<file path="config.mk">
export PLATFORM = sky130hd
export DESIGN_NAME = gpio_prio_port
export DESIGN_NICKNAME = d
export VERILOG_FILES = /design/src/rtl/gpio_prio_pkg.sv /design/src/rtl/gpio_pad_sync.sv /design/src/rtl/gpio_port_regs.sv /design/src/rtl/gpio_pin_cell.sv /design/src/rtl/gpio_prio_port.sv
export SDC_FILE = /design/constraint.sdc
export NUM_CORES = 1
export LEC_CHECK = 0
export ABC_AREA = 1
export BUFFER_PORTS_ARGS = -buffer_cell sky130_fd_sc_hd__buf_2
export CAP_MARGIN = 10
export CORE_ASPECT_RATIO = 0.9
export CORE_MARGIN = 2
export CORE_UTILIZATION = 47
export DETAILED_ROUTE_END_ITERATION = 6
export PLACE_DENSITY = 0.76
export SYNTH_ARGS = -nofsm -noshare
export SYNTH_HDL_FRONTEND = slang
export SYNTH_SLANG_ARGS = --single-unit
</file>
<file path="constraint.sdc">
create_clock -name clk_i -period 2.29 [get_ports clk_i]
set_clock_uncertainty 0.2 [all_clocks]
set_input_delay 0.229 -clock clk_i [delete_from_list [all_inputs] [get_ports clk_i]]
set_output_delay 0.229 -clock clk_i [all_outputs]
set_load 0.01 [all_outputs]
</file>
<file path="src/rtl/gpio_prio_pkg.sv">
package gpio_prio_pkg;
  localparam int N_PINS = 8;
  localparam int N_ALT  = 3;
  localparam int N_CS   = 4;
  localparam int SYNC_STAGES = 2;

  typedef enum logic {
    REG_VAL = 1'b0,
    REG_DIR = 1'b1
  } reg_sel_e;
endpackage

</file>
<file path="src/rtl/gpio_pad_sync.sv">
module gpio_pad_sync #(
  parameter int WIDTH  = 8,
  parameter int STAGES = 2
) (
  input  logic             clk_i,
  input  logic             rst_ni,
  input  logic [WIDTH-1:0] d_i,
  output logic [WIDTH-1:0] q_o
);
  logic [WIDTH-1:0] stage_q [STAGES];

  always_ff @(posedge clk_i or negedge rst_ni) begin
    if (!rst_ni) begin
      for (int s = 0; s < STAGES; s++) stage_q[s] <= '0;
    end else begin
      stage_q[0] <= d_i;
      for (int s = 1; s < STAGES; s++) stage_q[s] <= stage_q[s-1];
    end
  end

  assign q_o = stage_q[STAGES-1];

  // cycles since reset, saturating; used to bound the latency check
  logic [1:0] age_q;
  always_ff @(posedge clk_i or negedge rst_ni) begin
    if (!rst_ni)            age_q <= '0;
    else if (age_q != 2'd3) age_q <= age_q + 2'd1;
  end

  assert_sync_lat_R9: assert property (@(posedge clk_i) disable iff (!rst_ni)
    (age_q >= 2'd2) |-> (q_o == $past(d_i, 2)));
endmodule

</file>
<file path="src/rtl/gpio_port_regs.sv">
module gpio_port_regs
  import gpio_prio_pkg::*;
#(
  parameter int WIDTH = N_PINS
) (
  input  logic             clk_i,
  input  logic             rst_ni,
  input  logic             wr_en_i,
  input  logic             rd_en_i,
  input  logic             addr_i,
  input  logic [WIDTH-1:0] wdata_i,
  input  logic [WIDTH-1:0] pad_sync_i,
  output logic [WIDTH-1:0] val_q_o,
  output logic [WIDTH-1:0] dir_q_o,
  output logic [WIDTH-1:0] rdata_o
);
  reg_sel_e         sel;
  logic [WIDTH-1:0] val_q, dir_q, rdata_q, rd_mux;

  assign sel = reg_sel_e'(addr_i);

  always_ff @(posedge clk_i or negedge rst_ni) begin
    if (!rst_ni) begin
      val_q <= '0;
      dir_q <= '0;
    end else if (wr_en_i) begin
      if (sel == REG_VAL) val_q <= wdata_i;
      else                dir_q <= wdata_i;
    end
  end

  always_comb begin
    if (sel == REG_DIR) rd_mux = dir_q;
    else                rd_mux = (val_q & dir_q) | (pad_sync_i & ~dir_q);
  end

  always_ff @(posedge clk_i or negedge rst_ni) begin
    if (!rst_ni)      rdata_q <= '0;
    else if (rd_en_i) rdata_q <= rd_mux;
  end

  assign val_q_o = val_q;
  assign dir_q_o = dir_q;
  assign rdata_o = rdata_q;

  assert_wr_val_R1: assert property (@(posedge clk_i) disable iff (!rst_ni)
    (wr_en_i && !addr_i) |=> (val_q == $past(wdata_i)));

  assert_rd_dir_R2: assert property (@(posedge clk_i) disable iff (!rst_ni)
    (rd_en_i && addr_i) |=> (rdata_o == $past(dir_q)));

  assert_rd_hold_R2: assert property (@(posedge clk_i) disable iff (!rst_ni)
    !rd_en_i |=> $stable(rdata_o));
endmodule

</file>
<file path="src/rtl/gpio_pin_cell.sv">
module gpio_pin_cell #(
  parameter int N_ALT = 3
) (
  input  logic [N_ALT-1:0] alt_en_i,
  input  logic [N_ALT-1:0] alt_out_i,
  input  logic [N_ALT-1:0] alt_oe_i,
  input  logic             gpio_out_i,
  input  logic             gpio_oe_i,
  output logic             pad_o,
  output logic             pad_oe_o,
  output logic [N_ALT-1:0] alt_sel_o
);
  logic claimed;

  // index 0 is the highest priority
  always_comb begin
    alt_sel_o = '0;
    claimed   = 1'b0;
    for (int k = 0; k < N_ALT; k++) begin
      if (!claimed && alt_en_i[k]) begin
        alt_sel_o[k] = 1'b1;
        claimed      = 1'b1;
      end
    end
  end

  assign pad_o    = claimed ? |(alt_sel_o & alt_out_i) : gpio_out_i;
  assign pad_oe_o = claimed ? |(alt_sel_o & alt_oe_i)  : gpio_oe_i;
endmodule

</file>
<file path="src/rtl/gpio_prio_port.sv">
module gpio_prio_port
  import gpio_prio_pkg::*;
(
  input  logic              clk_i,
  input  logic              rst_ni,
  input  logic              wr_en_i,
  input  logic              rd_en_i,
  input  logic              addr_i,
  input  logic [N_PINS-1:0] wdata_i,
  output logic [N_PINS-1:0] rdata_o,
  input  logic              can_a_en_i,
  input  logic              can_a_tx_i,
  output logic              can_a_rx_o,
  input  logic              twi_a_en_i,
  input  logic              twi_a_scl_low_i,
  input  logic              twi_a_sda_low_i,
  output logic              twi_a_scl_o,
  output logic              twi_a_sda_o,
  input  logic              can_b_en_i,
  input  logic              can_b_tx_i,
  output logic              can_b_rx_o,
  input  logic              twi_b_en_i,
  input  logic              twi_b_scl_low_i,
  input  logic              twi_b_sda_low_i,
  output logic              twi_b_scl_o,
  output logic              twi_b_sda_o,
  input  logic              uart_en_i,
  input  logic              uart_tx_i,
  output logic              uart_rx_o,
  input  logic [N_CS-1:0]   cs_en_i,
  input  logic [N_CS-1:0]   cs_i,
  input  logic [N_PINS-1:0] pad_i,
  output logic [N_PINS-1:0] pad_o,
  output logic [N_PINS-1:0] pad_oe_o
);
  logic [N_PINS-1:0] pad_sync, val_q, dir_q;
  logic [N_ALT-1:0]  alt_en  [N_PINS];
  logic [N_ALT-1:0]  alt_out [N_PINS];
  logic [N_ALT-1:0]  alt_oe  [N_PINS];
  logic [N_ALT-1:0]  alt_sel [N_PINS];

  gpio_pad_sync #(.WIDTH(N_PINS), .STAGES(SYNC_STAGES)) u_sync (
    .clk_i (clk_i),
    .rst_ni(rst_ni),
    .d_i   (pad_i),
    .q_o   (pad_sync)
  );

  gpio_port_regs #(.WIDTH(N_PINS)) u_regs (
    .clk_i     (clk_i),
    .rst_ni    (rst_ni),
    .wr_en_i   (wr_en_i),
    .rd_en_i   (rd_en_i),
    .addr_i    (addr_i),
    .wdata_i   (wdata_i),
    .pad_sync_i(pad_sync),
    .val_q_o   (val_q),
    .dir_q_o   (dir_q),
    .rdata_o   (rdata_o)
  );

  // Per-pin alternate candidates, slot 0 highest priority.
  // Open-drain slots: value 0, enable = pull-low request.
  always_comb begin
    for (int p = 0; p < N_PINS; p++) begin
      alt_en[p]  = '0;
      alt_out[p] = '0;
      alt_oe[p]  = '0;
    end
    // pin 7: CAN A tx, bus A clock, CAN B tx
    alt_en[7]  = {can_b_en_i, twi_a_en_i, can_a_en_i};
    alt_out[7] = {can_b_tx_i, 1'b0, can_a_tx_i};
    alt_oe[7]  = {1'b1, twi_a_scl_low_i, 1'b1};
    // pin 6: CAN A rx, bus A data, CAN B rx
    alt_en[6]  = {can_b_en_i, twi_a_en_i, can_a_en_i};
    alt_oe[6]  = {1'b0, twi_a_sda_low_i, 1'b0};
    // pin 5: bus B clock, cs2
    alt_en[5]  = {1'b0, cs_en_i[2], twi_b_en_i};
    alt_out[5] = {1'b0, cs_i[2], 1'b0};
    alt_oe[5]  = {1'b0, 1'b1, twi_b_scl_low_i};
    // pin 4: bus B data, cs0
    alt_en[4]  = {1'b0, cs_en_i[0], twi_b_en_i};
    alt_out[4] = {1'b0, cs_i[0], 1'b0};
    alt_oe[4]  = {1'b0, 1'b1, twi_b_sda_low_i};
    // pin 2: cs1
    alt_en[2]  = {2'b00, cs_en_i[1]};
    alt_out[2] = {2'b00, cs_i[1]};
    alt_oe[2]  = {2'b00, 1'b1};
    // pin 1: UART tx
    alt_en[1]  = {2'b00, uart_en_i};
    alt_out[1] = {2'b00, uart_tx_i};
    alt_oe[1]  = {2'b00, 1'b1};
    // pin 0: UART rx, cs3
    alt_en[0]  = {1'b0, cs_en_i[3], uart_en_i};
    alt_out[0] = {1'b0, cs_i[3], 1'b0};
    alt_oe[0]  = {1'b0, 1'b1, 1'b0};
  end

  for (genvar i = 0; i < N_PINS; i++) begin : g_pin
    gpio_pin_cell #(.N_ALT(N_ALT)) u_cell (
      .alt_en_i  (alt_en[i]),
      .alt_out_i (alt_out[i]),
      .alt_oe_i  (alt_oe[i]),
      .gpio_out_i(val_q[i]),
      .gpio_oe_i (dir_q[i]),
      .pad_o     (pad_o[i]),
      .pad_oe_o  (pad_oe_o[i]),
      .alt_sel_o (alt_sel[i])
    );
  end

  // receive paths: synchronized level to the owner, idle 1 otherwise
  assign can_a_rx_o  = alt_sel[6][0] ? pad_sync[6] : 1'b1;
  assign twi_a_scl_o = alt_sel[7][1] ? pad_sync[7] : 1'b1;
  assign twi_a_sda_o = alt_sel[6][1] ? pad_sync[6] : 1'b1;
  assign can_b_rx_o  = alt_sel[6][2] ? pad_sync[6] : 1'b1;
  assign twi_b_scl_o = alt_sel[5][0] ? pad_sync[5] : 1'b1;
  assign twi_b_sda_o = alt_sel[4][0] ? pad_sync[4] : 1'b1;
  assign uart_rx_o   = alt_sel[0][0] ? pad_sync[0] : 1'b1;

  assert_can_a_rx_in_R3: assert property (@(posedge clk_i) disable iff (!rst_ni)
    can_a_en_i |-> (!pad_oe_o[6] && (twi_a_scl_o && twi_a_sda_o && can_b_rx_o)));

  assert_twi_a_od_R5: assert property (@(posedge clk_i) disable iff (!rst_ni)
    (twi_a_en_i && !can_a_en_i) |-> (!pad_o[7] && !pad_o[6]));

  assert_twi_b_od_R5: assert property (@(posedge clk_i) disable iff (!rst_ni)
    twi_b_en_i |-> (!pad_o[5] && !pad_o[4] && pad_oe_o[4] == twi_b_sda_low_i));

  assert_pin3_dir_R6: assert property (@(posedge clk_i) disable iff (!rst_ni)
    (wr_en_i && addr_i) |=> (pad_oe_o[3] == $past(wdata_i[3])));

  assert_uart_rx_in_R7: assert property (@(posedge clk_i) disable iff (!rst_ni)
    uart_en_i |-> (!pad_oe_o[0] && pad_oe_o[1] && pad_o[1] == uart_tx_i));
endmodule

</file>
; ---- Yosys cells after proc, flatten, opt, wreduce, memory -nomap -nowiden
; Cells that the tools add are included.
[word_totals]
register_bits = 40
inputBits = 41
out_inout_bits = 31
word_cells = 77
[op_classes]
muxes = 36
bitwise = 15
n_reduce_logical = 21
[ops]
columns = op, n
row1 = $mux W1, 35
row2 = $reduce_or A3 Y1, 10
row3 = $and A8 B8 Y8, 2
row4 = $and A2 B2 Y2, 5
row5 = $mux W8, 1
row6 = $not A8 Y8, 1
row7 = $or A8 B8 Y8, 1
row8 = $and A3 B3 Y3, 2
row9 = $logic_and A1 B1 Y1, 5
row10 = $logic_not A1 Y1, 4
row11 = $reduce_and A2 Y1, 2
row12 = $and A3 B2 Y3, 1
row13 = $and A1 B1 Y1, 2
row14 = $not A1 Y1, 1

; ---- Logic depth before layout (Yosys ltp)
[logic_depth]
word_depth = 10
depth_mapped = 6
depth_no_buf = 5

; ---- Hierarchy
; Synthesis repeated with hierarchy kept, for this count alone.
[hier_totals]
hier_cells = 337
hier_area_um2 = 2401.1
[modules_own_cells]
columns = module, instances, cells_each, area_per_inst_um2, seq_area_each_um2
row1 = gpio_port_regs, 1, 131, 1137.3, 600.6
row2 = gpio_pin_cell, 8, 21, 93.8, 0.0
row3 = gpio_pad_sync, 1, 24, 460.4, 400.4
row4 = gpio_prio_port, 1, 14, 52.6, 0.0

; ---- Worst setup path before layout
; Ideal clock, no wire load.
[synth_path]
path_type = input to output
start = in twi_a_en_i
end = out pad_oe_o[7]
arrival_ps = 809
required_time_ps = 1861
slack_ps = 1052
path_stages = 5
n_path_buf = 1
path_cell_list = nor2_1 nand2_1 o21ai_0 inv_1 buf_4
[synth_via]
elab_chain_cells = 8
[synth_rtl]
columns = element, line_no
row1 = "start, declared", gpio_prio_port.sv:14  ; input logic twi_a_en_i,
row2 = $logic_and A1 B1 Y1 *, gpio_pin_cell.sv:20  ; if (!claimed && alt_en_i[k]) begin
row3 = $mux W1, gpio_pin_cell.sv:20
row4 = $logic_not A1 Y1, gpio_pin_cell.sv:20
row5 = $logic_and A1 B1 Y1, gpio_pin_cell.sv:20
row6 = $mux W1, gpio_pin_cell.sv:20
row7 = $and A3 B3 Y3, gpio_pin_cell.sv:28  ; assign pad_oe_o = claimed ? |(alt_sel_o & alt_oe_i) : gpio_oe_i;
row8 = $reduce_or A3 Y1, gpio_pin_cell.sv:28
row9 = $mux W1 *, gpio_pin_cell.sv:28
row10 = "end, declared", gpio_prio_port.sv:34  ; output logic [N_PINS-1:0] pad_oe_o
; Mark *: on every way between the ends. The rest lies on a longest branch, timed or not.

; ---- Final worst setup path
[layout_path]
start = reg u_sync.stage_q (netlist bit u_sync.q_o[5])
end = out twi_b_scl_o
[layout_via]
elab_chain_cells = 1
[layout_rtl]
columns = element, line_no
row1 = "start, declared", gpio_pad_sync.sv:10  ; logic [WIDTH-1:0] stage_q [STAGES];
row2 = $mux W1, gpio_prio_port.sv:117  ; assign twi_b_scl_o = alt_sel[5][0] ? pad_sync[5] : 1'b1;
row3 = "end, declared", gpio_prio_port.sv:25  ; output logic twi_b_scl_o,
; Every way passes these cells.

==> metrics.yaml <==
outcome: "finished clean"
drv_slew: 0
irDropWorstVdd_mv: 0.409
worstMarginPinSlew_ps: 865
die_x_um: 70.4
cellLeakagePower_nw: 1.30
boundaryPins: 72
grt_overflow_total: 0
io_buffers: 71
drcViolationCount: 0
fmax_mhz: 648
rows: 21
cp_max_fo: 2
area_delta_synth_final_pct: 24.4
netlist_area_um2: 1860
worstSetupEndpointType: "output port"
place_worst_setup_slack_ps: 882
place.gp.congestion: 0.801
ys_seq_area_share_pct: 53.7
synth_fp_nets: 255
ys_types: 15
hold_path.class: "primary input to register"
ys_warn_count: 0
viasPerCell: 4.63
cp.required_ps: 1860
rsz0062_at_grt: "false"
p_per_area_nw_per_um2: 685
dieArea_um2: 4480
clk_pin_slew_ps: 70
clock-sinks: 40
clkLatencyLatePin_ps: 290
final_nets: 324
core-area_um2: 3760
rrSetupSlack_ps: 1230
finalWorstSetupSlack_ps: 746
cts_resized: 0
n_antenna_cell: 0
relSlewSlack_pct: 42.3
hpwl_mm: 2.59
first_global_vias: 1454
grt_pass1_wl_mm: 6.02
hold-worst-slack_ps: 14.9
ys_ff_latch: 40
htreeDepth: 2
setup_tns_ps: 0
wl_per_cell_um: 11.2
vias: 1529
clock_path_buffers: 2
drive_gt1_share_pct: 33.8
die_y_um: 63.7
syn_area_per_cell_um2: 8.71
crit_arrival_ps: 1120
cts_buffers: 5
drt_iter0_drc: 54
routed_wl_mm: 3.69
maxCapViolCount: 0
setup_viol: 0
finalCriticalPeriod_ps: 1540
crit_type: "register to output port"
utilization_pct: 61.7
grt_antenna_before_repair: 0
start_kind: "register"
grt_max_degree: 41
initial_utilization_pct: 49.6
cts_tree: "done"
grt_use_total_pct: 17.4
post_cts_buffers: 0
cts-root-buf: "clkbuf_8"
syn_inst: 214
finalCritPeriodShare_pct: 67.4
drt_pass1_iterations: 4
hold_violations: 0
ant_nets: 0
## worst paths after layout
path                                                     from                       endpoint  cells after the start
worst max-delay path                  u_sync.q_o[5]$_DFF_PN0_                    twi_b_scl_o                      2
worst min-delay path                               wdata_i[6]  u_regs.dir_q_o[6]$_DFFE_PN0P_                      3
worst max register to register  u_regs.val_q_o[5]$_DFFE_PN0P_  u_regs.rdata_o[5]$_DFFE_PN0P_                      4
worst min register to register   u_sync.stage_q[10]$_DFF_PN0_        u_sync.q_o[2]$_DFF_PN0_                      0
max in group asynchronous                              rst_ni  u_regs.dir_q_o[4]$_DFFE_PN0P_                      2
min in group asynchronous                              rst_ni  u_regs.rdata_o[6]$_DFFE_PN0P_                      2
## critical path, cell delays in order, from the launching register on
cell and delay, ps:
dfrtp_1 390, or2_2 300, buf_2 140
## sequential cells by signal, indices dropped and copies added (netlist names)
register and count:
u_regs.dir_q_o 8, u_regs.val_q_o 8, u_sync.stage_q 8, u_sync.q_o 8, u_regs.rdata_o 8
## kinds of logic (layout without fill, tap and decap cells)
group                  count (synthesis)  after routing  synth area share, %
and+or+nand+nor                       96             96                 21.4
buffers and inverters                 48            118                 14.2
DFF                                   40             40                 53.7
AOI/OAI and AO/OA                     30             30                 10.7
## metal layers
layer	wire length, um	GRT usage (%)	share of wire, %	vias up
met5	0	0	0	-
met4	67	8.65	1.8	0
li1	-	-	-	778
met3	238	4.26	6.5	7
met2	1700	29.5	46	48
met1	1680	20.8	45	696
## final cells by class
| type | count | area [um^2] |
|---|---|---|
| Clock buffer | 8 | 90.1 |
| Inverter | 28 | 105 |
| Multi-Input combinational cell | 126 | 598 |
| Timing Repair Buffer | 82 | 465 |
| Tap cell | 46 | 57.6 |
| Fill cell | 333 | 1440 |
| Sequential cell | 40 | 1000 |
## stage by stage
stage	area, um^2	instances	power, mW
after floorplan	1860	214	1.02
after global placement	2120	311	1.11
after detailed placement	2120	311	1.12
after CTS	2320	330	1.61
after global routing	2320	330	1.68
final	2320	330	1.59
## synth_stat cells, drive strengths merged
library cell / number / area, um^2
nor2: 11 / 41.3
inv: 28 / 105
or2: 3 / 18.8
buf: 20 / 159
nand2: 69 / 274
o21ai: 27 / 184
a21oi: 3 / 15.0
nand3: 13 / 65.1
dfrtp: 40 / 1000
## where the power goes
part | switching, mW | leakage (nW) | internal, mW
clock | 0.225 | 0.0455 | 0.245
sequential | 0.0433 | 0.485 | 0.777
combinational | 0.168 | 0.768 | 0.129
## cell usage in the layout, fill, tap and decap left out, drive strengths merged
master,Yosys,layout
a21oi,3,3
buf,20,71
clkbuf,0,8
dfrtp,40,40
dlygate4sd3,0,11
inv,28,28
nand2,69,69
nand3,13,13
nor2,11,11
o21ai,27,27
or2,3,3
## what timing repair did
item	in CTS	in global routing
endpoints found under the setup margin	0	0
hold endpoints to repair	50	0
hold buffers	11	0
Power figures use the tool's default switching activity.
